**config.mk**
```make
export PLATFORM = sky130hd
export DESIGN_NAME = usq_seq_top
export DESIGN_NICKNAME = d
export VERILOG_FILES = /design/src/rtl/usq_pkg.sv /design/src/rtl/usq_store.sv /design/src/rtl/usq_dest_dec.sv /design/src/rtl/usq_seq_top.sv
export SDC_FILE = /design/constraint.sdc
export NUM_CORES = 1
export LEC_CHECK = 0
export BUFFER_PORTS_ARGS = -buffer_cell sky130_fd_sc_hd__buf_2
export CAP_MARGIN = 20
export CORE_MARGIN = 1.5
export CORE_UTILIZATION = 41
export DETAILED_ROUTE_END_ITERATION = 12
export GPL_TIMING_DRIVEN = 0
export PLACE_DENSITY = 0.81
export SLEW_MARGIN = 20
export SYNTH_ARGS = -nofsm -noshare
export SYNTH_HDL_FRONTEND = slang
export SYNTH_SLANG_ARGS = --single-unit
```
**constraint.sdc**
```tcl
create_clock -name clk -period 2.54 [get_ports clk]
set_clock_uncertainty 0.15 [all_clocks]
set_input_delay 0.381 -clock clk [delete_from_list [all_inputs] [get_ports clk]]
set_output_delay 0.381 -clock clk [all_outputs]
set_load 0.02 [all_outputs]
```
**src/rtl/usq_pkg.sv**
```systemverilog
package usq_pkg;
    localparam int OP_W  = 8;
    localparam int PH_W  = 4;
    localparam int SEL_W = 2;
    localparam int FN_W  = 6;
    localparam int DST_W = 3;
    localparam int SRC_W = 2;
    localparam int DST_N = 1 << DST_W;
    localparam int ADR_W = OP_W + PH_W + 1;

    typedef struct packed {
        logic [SEL_W-1:0] alu_l;
        logic [SEL_W-1:0] alu_r;
        logic [FN_W-1:0]  alu_fn;
        logic             alu_drv;
        logic [DST_W-1:0] dst;
        logic             ld_strb;
        logic             cc_en;
        logic             cc_ld;
        logic [SRC_W-1:0] asrc;
        logic             ar_inc;
        logic             pc_inc;
        logic             sp_inc;
        logic             sp_dec;
        logic             op_ld;
    } cword_t;

    typedef struct packed {
        cword_t w;
        logic   flag_care;
        logic   flag_want;
    } store_ent_t;

    localparam logic [SEL_W-1:0] SEL_A  = 2'd0;
    localparam logic [SEL_W-1:0] SEL_T  = 2'd2;
    localparam logic [FN_W-1:0]  FN_ADC = 6'h01;
    localparam logic [DST_W-1:0] DST_A    = 3'd0;
    localparam logic [DST_W-1:0] DST_T    = 3'd2;
    localparam logic [DST_W-1:0] DST_ARLO = 3'd5;
    localparam logic [DST_W-1:0] DST_ARHI = 3'd6;
    localparam logic [SRC_W-1:0] SRC_PC = 2'd0;
    localparam logic [SRC_W-1:0] SRC_AR = 2'd1;
endpackage

```
**src/rtl/usq_store.sv**
```systemverilog
module usq_store
    import usq_pkg::*;
#(
    parameter logic [OP_W-1:0] FETCH_OP = 8'h00,
    parameter logic [OP_W-1:0] ADC_OP   = 8'h6D
) (
    input  logic [ADR_W-1:0] addr,
    output cword_t           word
);
    logic [OP_W-1:0] a_op;
    logic [PH_W-1:0] a_ph;
    logic            a_flag;
    store_ent_t      ent;

    assign a_op   = addr[ADR_W-1 -: OP_W];
    assign a_ph   = addr[PH_W:1];
    assign a_flag = addr[0];

    // Entry lookup: defined words ignore the flag (flag_care = 0).
    always_comb begin
        ent = '0;
        if (a_op == FETCH_OP) begin
            if (a_ph == '0) begin
                ent.w.asrc   = SRC_PC;
                ent.w.pc_inc = 1'b1;
                ent.w.op_ld  = 1'b1;
            end
        end else if (a_op == ADC_OP) begin
            case (a_ph)
                PH_W'(0): begin
                    ent.w.dst     = DST_ARLO;
                    ent.w.ld_strb = 1'b1;
                    ent.w.asrc    = SRC_PC;
                    ent.w.pc_inc  = 1'b1;
                end
                PH_W'(1): begin
                    ent.w.dst     = DST_ARHI;
                    ent.w.ld_strb = 1'b1;
                    ent.w.asrc    = SRC_PC;
                    ent.w.pc_inc  = 1'b1;
                end
                PH_W'(2): begin
                    ent.w.dst     = DST_T;
                    ent.w.ld_strb = 1'b1;
                    ent.w.asrc    = SRC_AR;
                end
                PH_W'(3): begin
                    ent.w.alu_l   = SEL_A;
                    ent.w.alu_r   = SEL_T;
                    ent.w.alu_fn  = FN_ADC;
                    ent.w.alu_drv = 1'b1;
                    ent.w.dst     = DST_A;
                    ent.w.ld_strb = 1'b1;
                    ent.w.cc_en   = 1'b1;
                    ent.w.cc_ld   = 1'b1;
                    ent.w.asrc    = SRC_PC;
                    ent.w.pc_inc  = 1'b1;
                    ent.w.op_ld   = 1'b1;
                end
                default: ent = '0;
            endcase
        end
    end

    // A flag-qualified entry whose condition is not met reads as idle.
    always_comb begin
        if (ent.flag_care && (ent.flag_want != a_flag)) begin
            word = '0;
        end else begin
            word = ent.w;
        end
    end
endmodule

```
**src/rtl/usq_dest_dec.sv**
```systemverilog
module usq_dest_dec
    import usq_pkg::*;
(
    input  logic [DST_W-1:0] dst,
    input  logic             strb,
    output logic [DST_N-1:0] load_en
);
    for (genvar i = 0; i < DST_N; i++) begin : g_dec
        assign load_en[i] = strb && (dst == DST_W'(i));
    end
endmodule

```
**src/rtl/usq_seq_top.sv**
```systemverilog
module usq_seq_top
    import usq_pkg::*;
#(
    parameter logic [OP_W-1:0] FETCH_OP = 8'h00,
    parameter logic [OP_W-1:0] ADC_OP   = 8'h6D
) (
    input  logic             clk,
    input  logic             rst_n,
    input  logic [OP_W-1:0]  data_in,
    input  logic             flag_in,
    output logic [SEL_W-1:0] alu_lsel,
    output logic [SEL_W-1:0] alu_rsel,
    output logic [FN_W-1:0]  alu_func,
    output logic             alu_drive,
    output logic [DST_N-1:0] load_en,
    output logic             cc_en,
    output logic             cc_load,
    output logic [SRC_W-1:0] addr_src,
    output logic             ar_inc,
    output logic             pc_inc,
    output logic             sp_inc,
    output logic             sp_dec,
    output logic             op_load,
    output logic [PH_W-1:0]  upc_phase,
    output logic [OP_W-1:0]  upc_opcode
);
    typedef struct packed {
        logic [OP_W-1:0] op;
        logic [PH_W-1:0] ph;
    } seq_st_t;

    seq_st_t          st_d, st_q;
    cword_t           cw;
    logic [ADR_W-1:0] store_addr;

    assign store_addr = {st_q.op, st_q.ph, flag_in};

    usq_store #(
        .FETCH_OP (FETCH_OP),
        .ADC_OP   (ADC_OP)
    ) store_i (
        .addr (store_addr),
        .word (cw)
    );

    usq_dest_dec dec_i (
        .dst     (cw.dst),
        .strb    (cw.ld_strb),
        .load_en (load_en)
    );

    always_comb begin
        st_d = st_q;
        if (cw.op_ld) begin
            st_d.op = data_in;
            st_d.ph = '0;
        end else begin
            st_d.ph = st_q.ph + 1'b1;
        end
    end

    always_ff @(posedge clk or negedge rst_n) begin
        if (!rst_n) begin
            st_q.op <= FETCH_OP;
            st_q.ph <= '0;
        end else begin
            st_q <= st_d;
        end
    end

    assign alu_lsel   = cw.alu_l;
    assign alu_rsel   = cw.alu_r;
    assign alu_func   = cw.alu_fn;
    assign alu_drive  = cw.alu_drv;
    assign cc_en      = cw.cc_en;
    assign cc_load    = cw.cc_ld;
    assign addr_src   = cw.asrc;
    assign ar_inc     = cw.ar_inc;
    assign pc_inc     = cw.pc_inc;
    assign sp_inc     = cw.sp_inc;
    assign sp_dec     = cw.sp_dec;
    assign op_load    = cw.op_ld;
    assign upc_phase  = st_q.ph;
    assign upc_opcode = st_q.op;

    AST_LOAD_ONEHOT: assert property (@(posedge clk) disable iff (!rst_n)
        $onehot0(load_en));
    AST_OP_CAPTURE: assert property (@(posedge clk) disable iff (!rst_n)
        op_load |=> (upc_opcode == $past(data_in)));
    AST_PHASE_CLEAR: assert property (@(posedge clk) disable iff (!rst_n)
        op_load |=> (upc_phase == '0));
    AST_PHASE_STEP: assert property (@(posedge clk) disable iff (!rst_n)
        !op_load |=> (upc_phase == PH_W'($past(upc_phase) + 1'b1)));
    AST_OP_HOLD: assert property (@(posedge clk) disable iff (!rst_n)
        !op_load |=> $stable(upc_opcode));
    AST_CC_NEEDS_DRIVE: assert property (@(posedge clk) disable iff (!rst_n)
        cc_load |-> (cc_en && alu_drive && load_en[0]));
endmodule

```
======== Word level (Yosys, flattened, before mapping) ========
Index checks and enable logic that the tools add are counted.
cells by class
  add/subtract/negate cells ............... 1
  equality and inequality tests ........... 12
  mux-type cells .......................... 17
  reductions and logical operators ........ 13
operators with widths
  operator                                                                count
  24-bit two-way mux                                                      1
  22-bit two-way mux                                                      1
  4-bit one-hot mux with 4 select lines                                   1
  15-bit two-way mux                                                      1
  3-bit equality test (second input constant)                             4
  1-bit logical AND                                                       9
  9-bit two-way mux                                                       1
  4-bit by 2-bit equality test with 1-bit output (second input constant)  2
  8-bit by 7-bit equality test with 1-bit output (second input constant)  1
  8-bit logical NOT                                                       1
  2-bit two-way mux                                                       4
  1-bit two-way mux                                                       7
  3-bit by 2-bit equality test with 1-bit output (second input constant)  2
  4-bit by 1-bit adder with 4-bit output (second input constant)          1
  4-bit by 1-bit equality test with 1-bit output (second input constant)  1
  4-bit logical NOT                                                       1
  4-bit two-way mux                                                       1
  3-bit by 1-bit equality test with 1-bit output (second input constant)  1
  3-bit logical NOT                                                       1
  3-bit OR reduction                                                      1
  1-bit != test                                                           1
word-level totals
  bits in registers ....................... 12
  bits of input ports ..................... 11
  logic and storage cells ................. 45

======== Longest topological paths before layout ========
Gate-level depths: netlist of run 1.
  word-level depth ........................ 10
  mapped depth ............................ 7

======== Cells and area by module ========
A second synthesis of run 1 with hierarchy kept.
unflattened totals
  cells, all modules ...................... 76
  area total of the unflattened synthesis .. 830.8 um^2
modules (own cells, without submodules)
  module        instances  cells each  area each (um^2)
  usq_seq_top   1          30          466.7
  usq_store     1          38          267.8
  usq_dest_dec  1          8           96.3

======== Worst setup path after synthesis of run 1 ========
Ideal clock, no wire load.
  path type ............................... register -> output
  start point ............................. reg st_q (netlist bit upc_opcode[7])
  end point ............................... out load_en[5]
  arrival time ............................ 1891 ps
  required time ........................... 2009 ps
  path slack .............................. 118 ps
  stages on the path, launching flop included .. 5
  path buffers ............................ 0
  cells stage by stage .................... dfrtp_1 or4_4 nor4_4 nand2_1 nor3_1
on the way
  word-level cells in the longest chain between the ends .. 7
  elaborated cells between the ends (all ways) .. 10
RTL lines
  element                 RTL line           source
  start, declared         usq_seq_top.sv:32  seq_st_t st_d, st_q;
  start signal, assigned  usq_seq_top.sv:67  st_q <= st_d;
  8-bit logical NOT       usq_store.sv:22    if (a_op == FETCH_OP) begin
  2-bit two-way mux       usq_store.sv:22
  1-bit != test           usq_store.sv:67    if (ent.flag_care && (ent.flag_want != a_flag)) begin
  1-bit logical AND       usq_store.sv:67
  22-bit two-way mux (*)  usq_store.sv:67
  3-bit equality test     usq_dest_dec.sv:9  assign load_en[i] = strb && (dst == DST_W'(i));
  1-bit logical AND (*)   usq_dest_dec.sv:9
  end, declared           usq_seq_top.sv:15  output logic [DST_N-1:0] load_en,
Mark *: on every way between the ends. The rest lies on a longest branch, timed or not.

======== Final worst setup path of run 1 ========
  start point ............................. reg st_q (netlist bit upc_phase[0])
  end point ............................... out pc_inc
on the way
  word-level cells in the longest chain between the ends .. 6
  elaborated cells between the ends (all ways) .. 9
RTL lines
  element                                                                       RTL line           source
  4-bit by 1-bit equality test with 1-bit output, or another cell as far along  usq_store.sv:29    case (a_ph)
  3-bit OR reduction (no line)                                                  n/a
  1-bit two-way mux                                                             usq_store.sv:29
  24-bit two-way mux                                                            usq_store.sv:28    end else if (a_op == ADC_OP) begin
  1-bit two-way mux (*)                                                         usq_store.sv:22
  22-bit two-way mux (*)                                                        usq_store.sv:67
  end, declared                                                                 usq_seq_top.sv:20  output logic pc_inc,
Marked as above.

==> results of run 1 <==
-- worst max-delay path by stage --
stage | from | to | slack (ns) | depth (start not counted)
after global routing | upc_opcode[7] | load_en[7] | -0.02 | 6
after floorplan | upc_opcode[7] | load_en[5] | 0.12 | 4
final | upc_phase[0] | pc_inc | 0.09 | 7
after CTS | upc_phase[1] | op_load | 0.01 | 7
after global placement | upc_phase[0] | op_load | 0.11 | 7
after detailed placement | upc_phase[0] | op_load | 0.06 | 7
-- repair_timing --
action,CTS,global route
setup endpoints to repair,8,8
buffers inserted,6,2
hold buffers,1,0
pin swaps,2,2
resized for setup,5,8
hold endpoints to repair,12,0
-- layout make-up --
class,instances,area [µm²],area share (%)
Buffer,20,154,12.9
Multi-Input combinational cell,57,427,35.7
Clock buffer,3,22.5,1.88
Inverter,3,11.3,0.941
Sequential cell,12,300,25.1
Timing Repair Buffer,43,250,20.9
Tap cell,25,31.3,2.62
-- synthesized netlist by cell type --
library cell / count
buf_4: 19
or4b_1: 1
xnor2_1: 1
o21ai_0: 1
mux2_4: 4
and3b_1: 1
inv_1: 3
a21o_1: 3
mux2_2: 1
and2_1: 2
or4_4: 1
o21a_2: 1
ha_1: 4
nor3_2: 1
nand3_1: 1
o211a_1: 1
buf_6: 1
and3_1: 1
nand2_1: 4
nor4_4: 1
nand4_1: 1
nor3_1: 3
dfrtp_1: 12
nor2b_1: 1
conb_1: 1
o21a_1: 1
nor2_1: 7
-- metrics by stage --
| stage | TNS [ns] | hold WS (ns) | instances | util [%] |
|---|---|---|---|---|
| 6_report | 0 | 0.169 | 163 | 67.1 |
| 5_1_grt | -0.0248 | 0.157 | 163 | 67.1 |
| 4_1_cts | 0 | 0.162 | 161 | 64.8 |
| 3_5_place_dp | 0 | 0.121 | 151 | 59.5 |
| 3_3_place_gp | 0 | 0.116 | 151 | 59.5 |
| 2_1_floorplan | 0 | -0.0646 | 92 | - |
-- sequential cells by signal, summed over array words and instances, names as in the netlist --
signal and flops:
upc_opcode 8, upc_phase 4
-- power breakdown --
part           total [mW]  internal (mW)  switching [mW]
Clock               0.109         0.0546          0.0547
Combinational       0.268          0.120           0.148
Sequential          0.259          0.224          0.0352
Total               0.636          0.398           0.238
-- metal layers --
layer	track usage [%]	wire length, µm
met1	21.3	712
met2	28.4	880
met3	1.15	137
met4	8.33	13
met5	0	0
-- placed cells by master (no fill, tap or decap), drive strengths merged, types with 2 or more instances in the layout --
cell	n
and2	2
clkbuf	3
nand2	4
nor3	4
conb	15
buf	62
a21o	3
nor2	7
mux2	5
inv	3
ha	4
dfrtp	12
o21a	2
-- cells by family (layout without fill, tap and decap cells) --
family | after synthesis | after routing | share of synthesized area, %
DFF | 12 | 12 | 37.2
xor gates and xnor gates | 1 | 1 | 1.09
other | 1 | 15 | 0.465
and+or+nand+nor | 25 | 25 | 19.1
muxes | 5 | 5 | 8.84
AOI/OAI and AO/OA | 7 | 7 | 6.67
buffers and inverters | 23 | 69 | 20.5
adders and majority gates | 4 | 4 | 6.20
==> results.toml, run 1 <==
[outcome]
status = "finished, final reports clean"

[synthesis]
synth-seq-area-share_pct = 37.2
synth_area_um2 = 807
ys.warnings.count = 0
synth_largest_area_cell = "dfrtp_1"
syn_area_per_cell_um2 = 10.3
synth_seq_cells = 12
yosys.cell_types.count = 27
synth_cells = 78
yosys.area.top_type_share_pct = 37.2
synthTopCellsByArea = "dfrtp_1 37%, buf_4 18%, mux2_4 7.4%"

[layout]
insertedDiodeCount = 0
stdcell_area_um2 = 1200
synthToLayoutAreaGrowth_pct = 48.2
fillCellCount = 151
drive_gt1_share_pct = 58.7
nets = 155

[sta]
hold_violations = 0
post-route-period-util_pct = 96.7
setup_viol = 0
maxSlewViolCount = 0
rsz0062_at_grt = "yes"
worst_slack_ns = 0.0850
fmax_mhz = 407
layout_min_cycle_time_ns = 2.45

[hold_path]
hold_path.class = "in2reg"
hold_depth = 2
min_to = "upc_opcode[7]"
hold_path.startpoint = "data_in[7]"

[global_route]
antenna_found_initial = 0
grt_max_degree = 13
overflow = 0
grt_use_total_pct = 16.7
grt_pass1_wl_mm = 2.60
grt_pass1_vias = 586

[floorplan]
die_w_um = 47.4
fp.dieH_um = 47.4
coreArea_um2 = 1780
start_util_pct = 45.3
ios = 51
rows = 15
die-area_um2 = 2240

[worst_setup_path]
rrSetupSlack_ns = 0.27
worstPathRequired_ns = 2.01
path_class = "reg2out"
cpMostUsedCell = "buf_4"
reg2reg_depth = 8
reg2reg_from = "upc_phase[0]"
cp_num_buf_inv = 3
cp_top_family = "simple AND/OR/NAND/NOR gates"
cp_max_fo = 5
cp_data_arrival_time_ns = 1.92
worstSetupEndpointType = "output pin"
critPathLaunchType = "flop"
cp_cell_sequence = "inv_2 > ha_4 > or4b_4 > nor3_4 > buf_4 > o21a_1 > buf_4"
cp_slowest_cell = "or4b_4"
critPathMaxStageDelay_ns = 0.47
rr_endpoint = "upc_opcode[2]"

[detailed_routing]
routed_via_density = 4.35
wl_per_cell_um = 10.7
drtIter0Drc = 2
remaining_drc_errors = 0
routed_wl_mm = 1.74
via_count = 709
drt_first_pass_iters = 3
postRouteAntennaNets = 0

[clocking]
cts_tree = "built"
cts_buffers = 3
root_buffer = "clkbuf_4"
cts_buffer_depth = 2
clk_latency_ns = 0.26
clk_pin_slew_ns = 0.07
cts.htree.levels = 1
clock_sink_count = 12

[power_and_ir_drop]
leakagePower_nw = 0.690
p_per_area_nw_per_um2 = 532
total_power_mw = 0.636
peakVddDrop_uv = 411

[placement]
port_buffers = 34
globalplace.congestion = 0.721
pre_cts_ws_ns = 0.0600
dp_hpwl_mm = 1.33
dpl_cell_area_um2 = 1060

[flow_run]
maxCapViolations = 0
(Power assumes the default switching activity.)
==> run 2: changes to the inputs <==
Settings changed: ABC_AREA set to 1, CORE_UTILIZATION 41 to 42, MAX_ROUTING_LAYER set to met4.
==> results.toml, run 2 <==
[outcome]
status = "finished, final reports clean"

[clocking]
clk_latency_ns = 0.26
clock_sink_count = 12
cts_buffers = 3
root_buffer = "clkbuf_4"
post_cts_buffers = 0
cts_buffer_depth = 2
clk_pin_slew_ns = 0.06
cts_tree = "built"
cts.htree.levels = 1

[worst_setup_path]
cp_data_arrival_time_ns = 1.70
cp_num_buf_inv = 3
cp_cell_sequence = "nor2_1 > nand3_1 > nor2_2 > nand2_1 > inv_1 > buf_4 > buf_2"
path_class = "reg2out"
worstSetupEndpointType = "output pin"
cp_max_fo = 7
reg2reg_from = "upc_phase[0]"
worstPathRequired_ns = 2.01
critPathMaxStageDelay_ns = 0.42
cp_top_family = "simple AND/OR/NAND/NOR gates"
cp_slowest_cell = "dfrtp_1"
startpoint = "upc_phase[2]"
critPathLaunchType = "flop"

[synthesis]
synthTopCellsByArea = "dfrtp_1 35%, buf_4 17%, nand2_1 11%"
ys.flop_type = "dfrtp_1"
synth_common_cells = "26 x nand2_1, 19 x buf_4, 16 x inv_1, 14 x nor2_1, 12 x dfrtp_1"
yosys.cell_types.count = 17
synth_seq_cells = 12
synth_cells = 116
yosysMostFrequentCell = "nand2_1"
synth-seq-area-share_pct = 35.0
async_flop_share_pct = 100
yosys.area.top_type_share_pct = 35.0
synth_area_um2 = 857
syn_area_per_cell_um2 = 7.39
synth_edf_count = 0
synth_largest_area_cell = "dfrtp_1"
ys.warnings.count = 0

[floorplan]
ios = 51
die-area_um2 = 2320
fp.dieH_um = 48.2
coreArea_um2 = 1940
die_w_um = 48.2
start_util_pct = 44.1
rows = 16

[detailed_routing]
drt_first_pass_iters = 4
wl_per_cell_um = 8.59
routed_via_density = 4.06
via_count = 791
postRouteAntennaNets = 0
remaining_drc_errors = 0
routed_wl_mm = 1.68
drtIter0Drc = 8

[sta]
fmax_mhz = 448
worst_slack_ns = 0.306
maxSlewViolCount = 0
hold_violations = 0
post-route-period-util_pct = 88.0
setup_viol = 0
rsz0062_at_grt = "no"
layout_min_cycle_time_ns = 2.23
tns_ns = 0

[placement]
pre_cts_ws_ns = 0.590
globalplace.congestion = 0.798
port_buffers = 34
dp_hpwl_mm = 1.41

[global_route]
overflow = 0
grt_pass1_vias = 587
antenna_found_initial = 0
grt_max_degree = 13
grt_pass1_wl_mm = 2.42
grt_use_total_pct = 15.3

[layout]
largest_reg_flops = 8
drive_gt1_share_pct = 38.1
synthToLayoutAreaGrowth_pct = 33.7
final_cell_mix = "34 x buf_2, 26 x nand2_1, 19 x buf_4"
layout_commonest_cell = "buf_2"
insertedDiodeCount = 0
nets = 185

[power_and_ir_drop]
peakVddDrop_uv = 274
p_per_area_nw_per_um2 = 304
leakagePower_nw = 0.678

[hold_path]
hold_path.startpoint = "data_in[7]"
hold_path.class = "in2reg"

[flow_run]
maxCapViolations = 0
## run 2: changes by cell type after synthesis, moves of 3 or more
| cell | change |
|---|---|
| nand2_2 | +3 |
| nor3_1 | -3 |
| nand3_1 | +8 |
| nor2_2 | +3 |
| nand2_1 | +22 |
| a21o_1 | -3 |
| mux2_4 | -4 |
| nor2_1 | +7 |
| inv_1 | +13 |
## run 2: kinds of logic (layout without fill, tap and decap cells)
group / Yosys count / after routing / synth area share (%)
AND/OR/NAND/NOR: 59 / 59 / 30.5
buffers and inverters: 36 / 74 / 25.0
flip-flops: 12 / 12 / 35.0
adder cells (fa/ha/maj): 4 / 4 / 5.84
AO/OA/AOI/OAI: 2 / 2 / 1.17
XOR/XNOR: 2 / 2 / 2.04
other: 1 / 15 / 0.438
## run 2: final timing paths
check / end / cells after the start / slack [ns]
setup / recovery: cc_en / 7 / 0.31
hold / removal: upc_opcode[7] / 3 / 0.16
setup reg to reg: upc_phase[1] / 8 / 0.88
hold reg to reg: upc_opcode[4] / 2 / 0.38
max in group asynchronous: upc_phase[3] / 2 / 1.67
min in group asynchronous: upc_opcode[6] / 2 / 0.36
## run 2: layout make-up
class	count	area [µm²]
fill	189	796
multi-input combinational	82	395
sequential	12	300
timing repair buffer	35	180
buffer	20	154
inverter	16	60.1
tap	27	33.8
clock buffer	3	22.5
## run 2: stage by stage
| step | total power [mW] | util (%) | instance area [µm²] | std cells | hold WS [ns] |
|---|---|---|---|---|---|
| floorplan | 0.232 | - | 910 | 130 | -0.0646 |
| global placement | 0.241 | 57.3 | 1110 | 191 | 0.113 |
| detailed placement | 0.242 | 57.3 | 1110 | 191 | 0.118 |
| CTS | 0.351 | 59.0 | 1150 | 195 | 0.154 |
| global route | 0.367 | 59.0 | 1150 | 195 | 0.164 |
| finish | 0.349 | 59.0 | 1150 | 195 | 0.160 |
## run 2: repair_timing
item                                   CTS  global route
resized for setup                        0             0
hold buffers                             1             0
endpoints found under the hold margin   12             0
## run 2: metal layers
metal  GRT usage (%)  vias up  routed length [µm]
met5               -        -                   0
met4            6.49        0                   5
met3            1.11        2                  74
met2            24.2       27                 858
met1            20.2      342                 737
li1                -      420                   -
## run 2: worst reg2reg max path, stage by stage (launching register included)
cell and delay (ns):
dfrtp_1 0.44, inv_1 0.10, ha_1 0.23, inv_1 0.08, nor2_1 0.13, nand2_2 0.13, nand2_2 0.10, buf_6 0.14
nor2_1 0.06
## run 2: report_power, final
part	internal (mW)	switching [mW]	total (mW)
clock	0.0547	0.0542	0.109
sequential	0.191	0	0.191
combinational	0.0211	0.0276	0.0488
==> run 3: changes to the inputs <==
Settings changed: CORE_UTILIZATION 42 to 38, PLACE_DENSITY 0.81 to 0.77.
Clock period 2.54 ns to 2 ns, I/O delays scaled along.
==> results.toml, run 3 (synthesized netlist as in run 2, its figures left out) <==
[detailed_routing]
postRouteAntennaNets = 0
routed_via_density = 4.11
wl_per_cell_um = 9.34
via_count = 860
routed_wl_mm = 1.95
drtIter0Drc = 7
remaining_drc_errors = 0
drt_first_pass_iters = 4

[floorplan]
start_util_pct = 39.5
rows = 17
die-area_um2 = 2550
die_w_um = 50.5
ios = 51
coreArea_um2 = 2170
fp.dieH_um = 50.5

[worst_setup_path]
worstPathRequired_ns = 1.55
cp_slowest_cell = "dfrtp_1"
cp_cell_sequence = "inv_2 > nand4_1 > nor2_4 > nand2_1 > inv_2 > buf_4 > buf_2"
worstSetupEndpointType = "output pin"
cp_max_fo = 5
path_class = "reg2out"
cpMostUsedCell = "inv_2"
cp_data_arrival_time_ns = 1.56
cp_num_buf_inv = 4
critPathLaunchType = "flop"
critPathMaxStageDelay_ns = 0.39
cp_top_family = "simple AND/OR/NAND/NOR gates"

[global_route]
grt_pass1_wl_mm = 3.08
met1_usage_pct = 18.6
top_usage_layer = "met2"
grt_use_total_pct = 16.0
use_met3_pct = 0.893
grt_use_met2_pct = 29.2
antenna_found_initial = 0
grt_max_degree = 13
overflow = 0
grt_pass1_vias = 746

[placement]
dpl_cell_area_um2 = 1120
port_buffers = 34
dp_hpwl_mm = 1.39
placedCellCount = 192
pre_cts_ws_ns = 0.106
globalplace.congestion = 0.808

[sta]
fmax_mhz = 498
layout_min_cycle_time_ns = 2.01
tns_ns = -0.0240
hold_violations = 0
hold_ws_ns = 0.0703
post-route-period-util_pct = 100
maxSlewViolCount = 0
worst_slack_ns = -0.00739
rsz0062_at_grt = "yes"
setup_viol = 6

[layout]
postLayoutCoreUtil_pct = 62.1
insertedDiodeCount = 0
drive_gt1_share_pct = 50.3
fillCellCount = 224
instances_no_fill = 209
final_cell_mix = "34 x buf_4, 26 x nand2_1, 26 x buf_2"
largest_reg_flops = 8
layout_commonest_cell = "buf_4"
synthToLayoutAreaGrowth_pct = 57.2
nets = 197
stdcell_area_um2 = 1350

[power_and_ir_drop]
peakVddDrop_uv = 362
p_per_area_nw_per_um2 = 365
total_power_mw = 0.492
leakagePower_nw = 0.738

[flow_run]
maxCapViolations = 0

[clocking]
clk_latency_ns = 0.27
cts_buffers = 3
clock_sink_count = 12
cts_buffer_depth = 2
clk_pin_slew_ns = 0.07
cts.htree.levels = 1
cts_tree = "built"
root_buffer = "clkbuf_4"

[outcome]
status = "finished, violations left"
violations = "setup timing"

[hold_path]
hold_path.class = "in2reg"
-- run 3: cell count changes in the layout (fill, tap and decap cells not counted), moves of 2 or more --
cell and delta:
buf_2 -8, inv_1 -4, nor2_1 -4, inv_2 +4
buf_4 +15, nand3_2 +2, nor2_2 +3, o21ai_0 -2
buf_6 +5, nand3_1 -2
-- run 3: what timing repair did --
| item | CTS | global route |
|---|---|---|
| cloned | 0 | 0 |
| pin swaps | 5 | 6 |
| hold buffers | 1 | 0 |
| endpoints found under the hold margin | 12 | 0 |
| setup buffers | 6 | 6 |
| setup endpoints to repair | 11 | 13 |
| resized for setup | 12 | 19 |
-- run 3: path summary, 6_finish.rpt --
path | startpoint | endpoint | slack [ns] | cells after the start
min in group asynchronous | rst_n | upc_opcode[3] | 0.28 | 2
hold reg to reg | upc_opcode[4] | upc_opcode[4] | 0.34 | 2
setup / recovery | upc_opcode[4] | alu_rsel[1] | -0.007 | 7
max in group asynchronous | rst_n | upc_phase[0] | 1.19 | 2
setup reg to reg | upc_phase[0] | upc_opcode[2] | 0.34 | 10
hold / removal | data_in[6] | upc_opcode[6] | 0.07 | 3
-- run 3: power by group --
group / switching [mW] / internal, mW
combinational: 0.0349 / 0.0268
clock: 0.0776 / 0.111
sequential: 0 / 0.242
-- run 3: final cells by class --
| type | instances | area, µm² | share of cell area [%] |
|---|---|---|---|
| flip-flops and latches | 12 | 302 | 22.4 |
| well taps | 28 | 35.0 | 2.60 |
| inverters | 16 | 60.1 | 4.46 |
| multi-input cells | 82 | 452 | 33.5 |
| clock buffers | 4 | 36.3 | 2.69 |
| plain buffers | 20 | 154 | 11.4 |
| repair buffers | 47 | 309 | 22.9 |
-- run 3: tightest hold or removal path, delay by kind of cell --
| kind | cells | cell delay (ns) |
|---|---|---|
| buf+inv | 1 | 0.07 |
| simple gates | 2 | 0.08 |
-- run 3: per-layer routing --
metal	part of all wire, %	up-vias
li1	-	446
met1	41	377
met2	51	34
met3	5.8	3
met4	1.4	0
met5	0	-
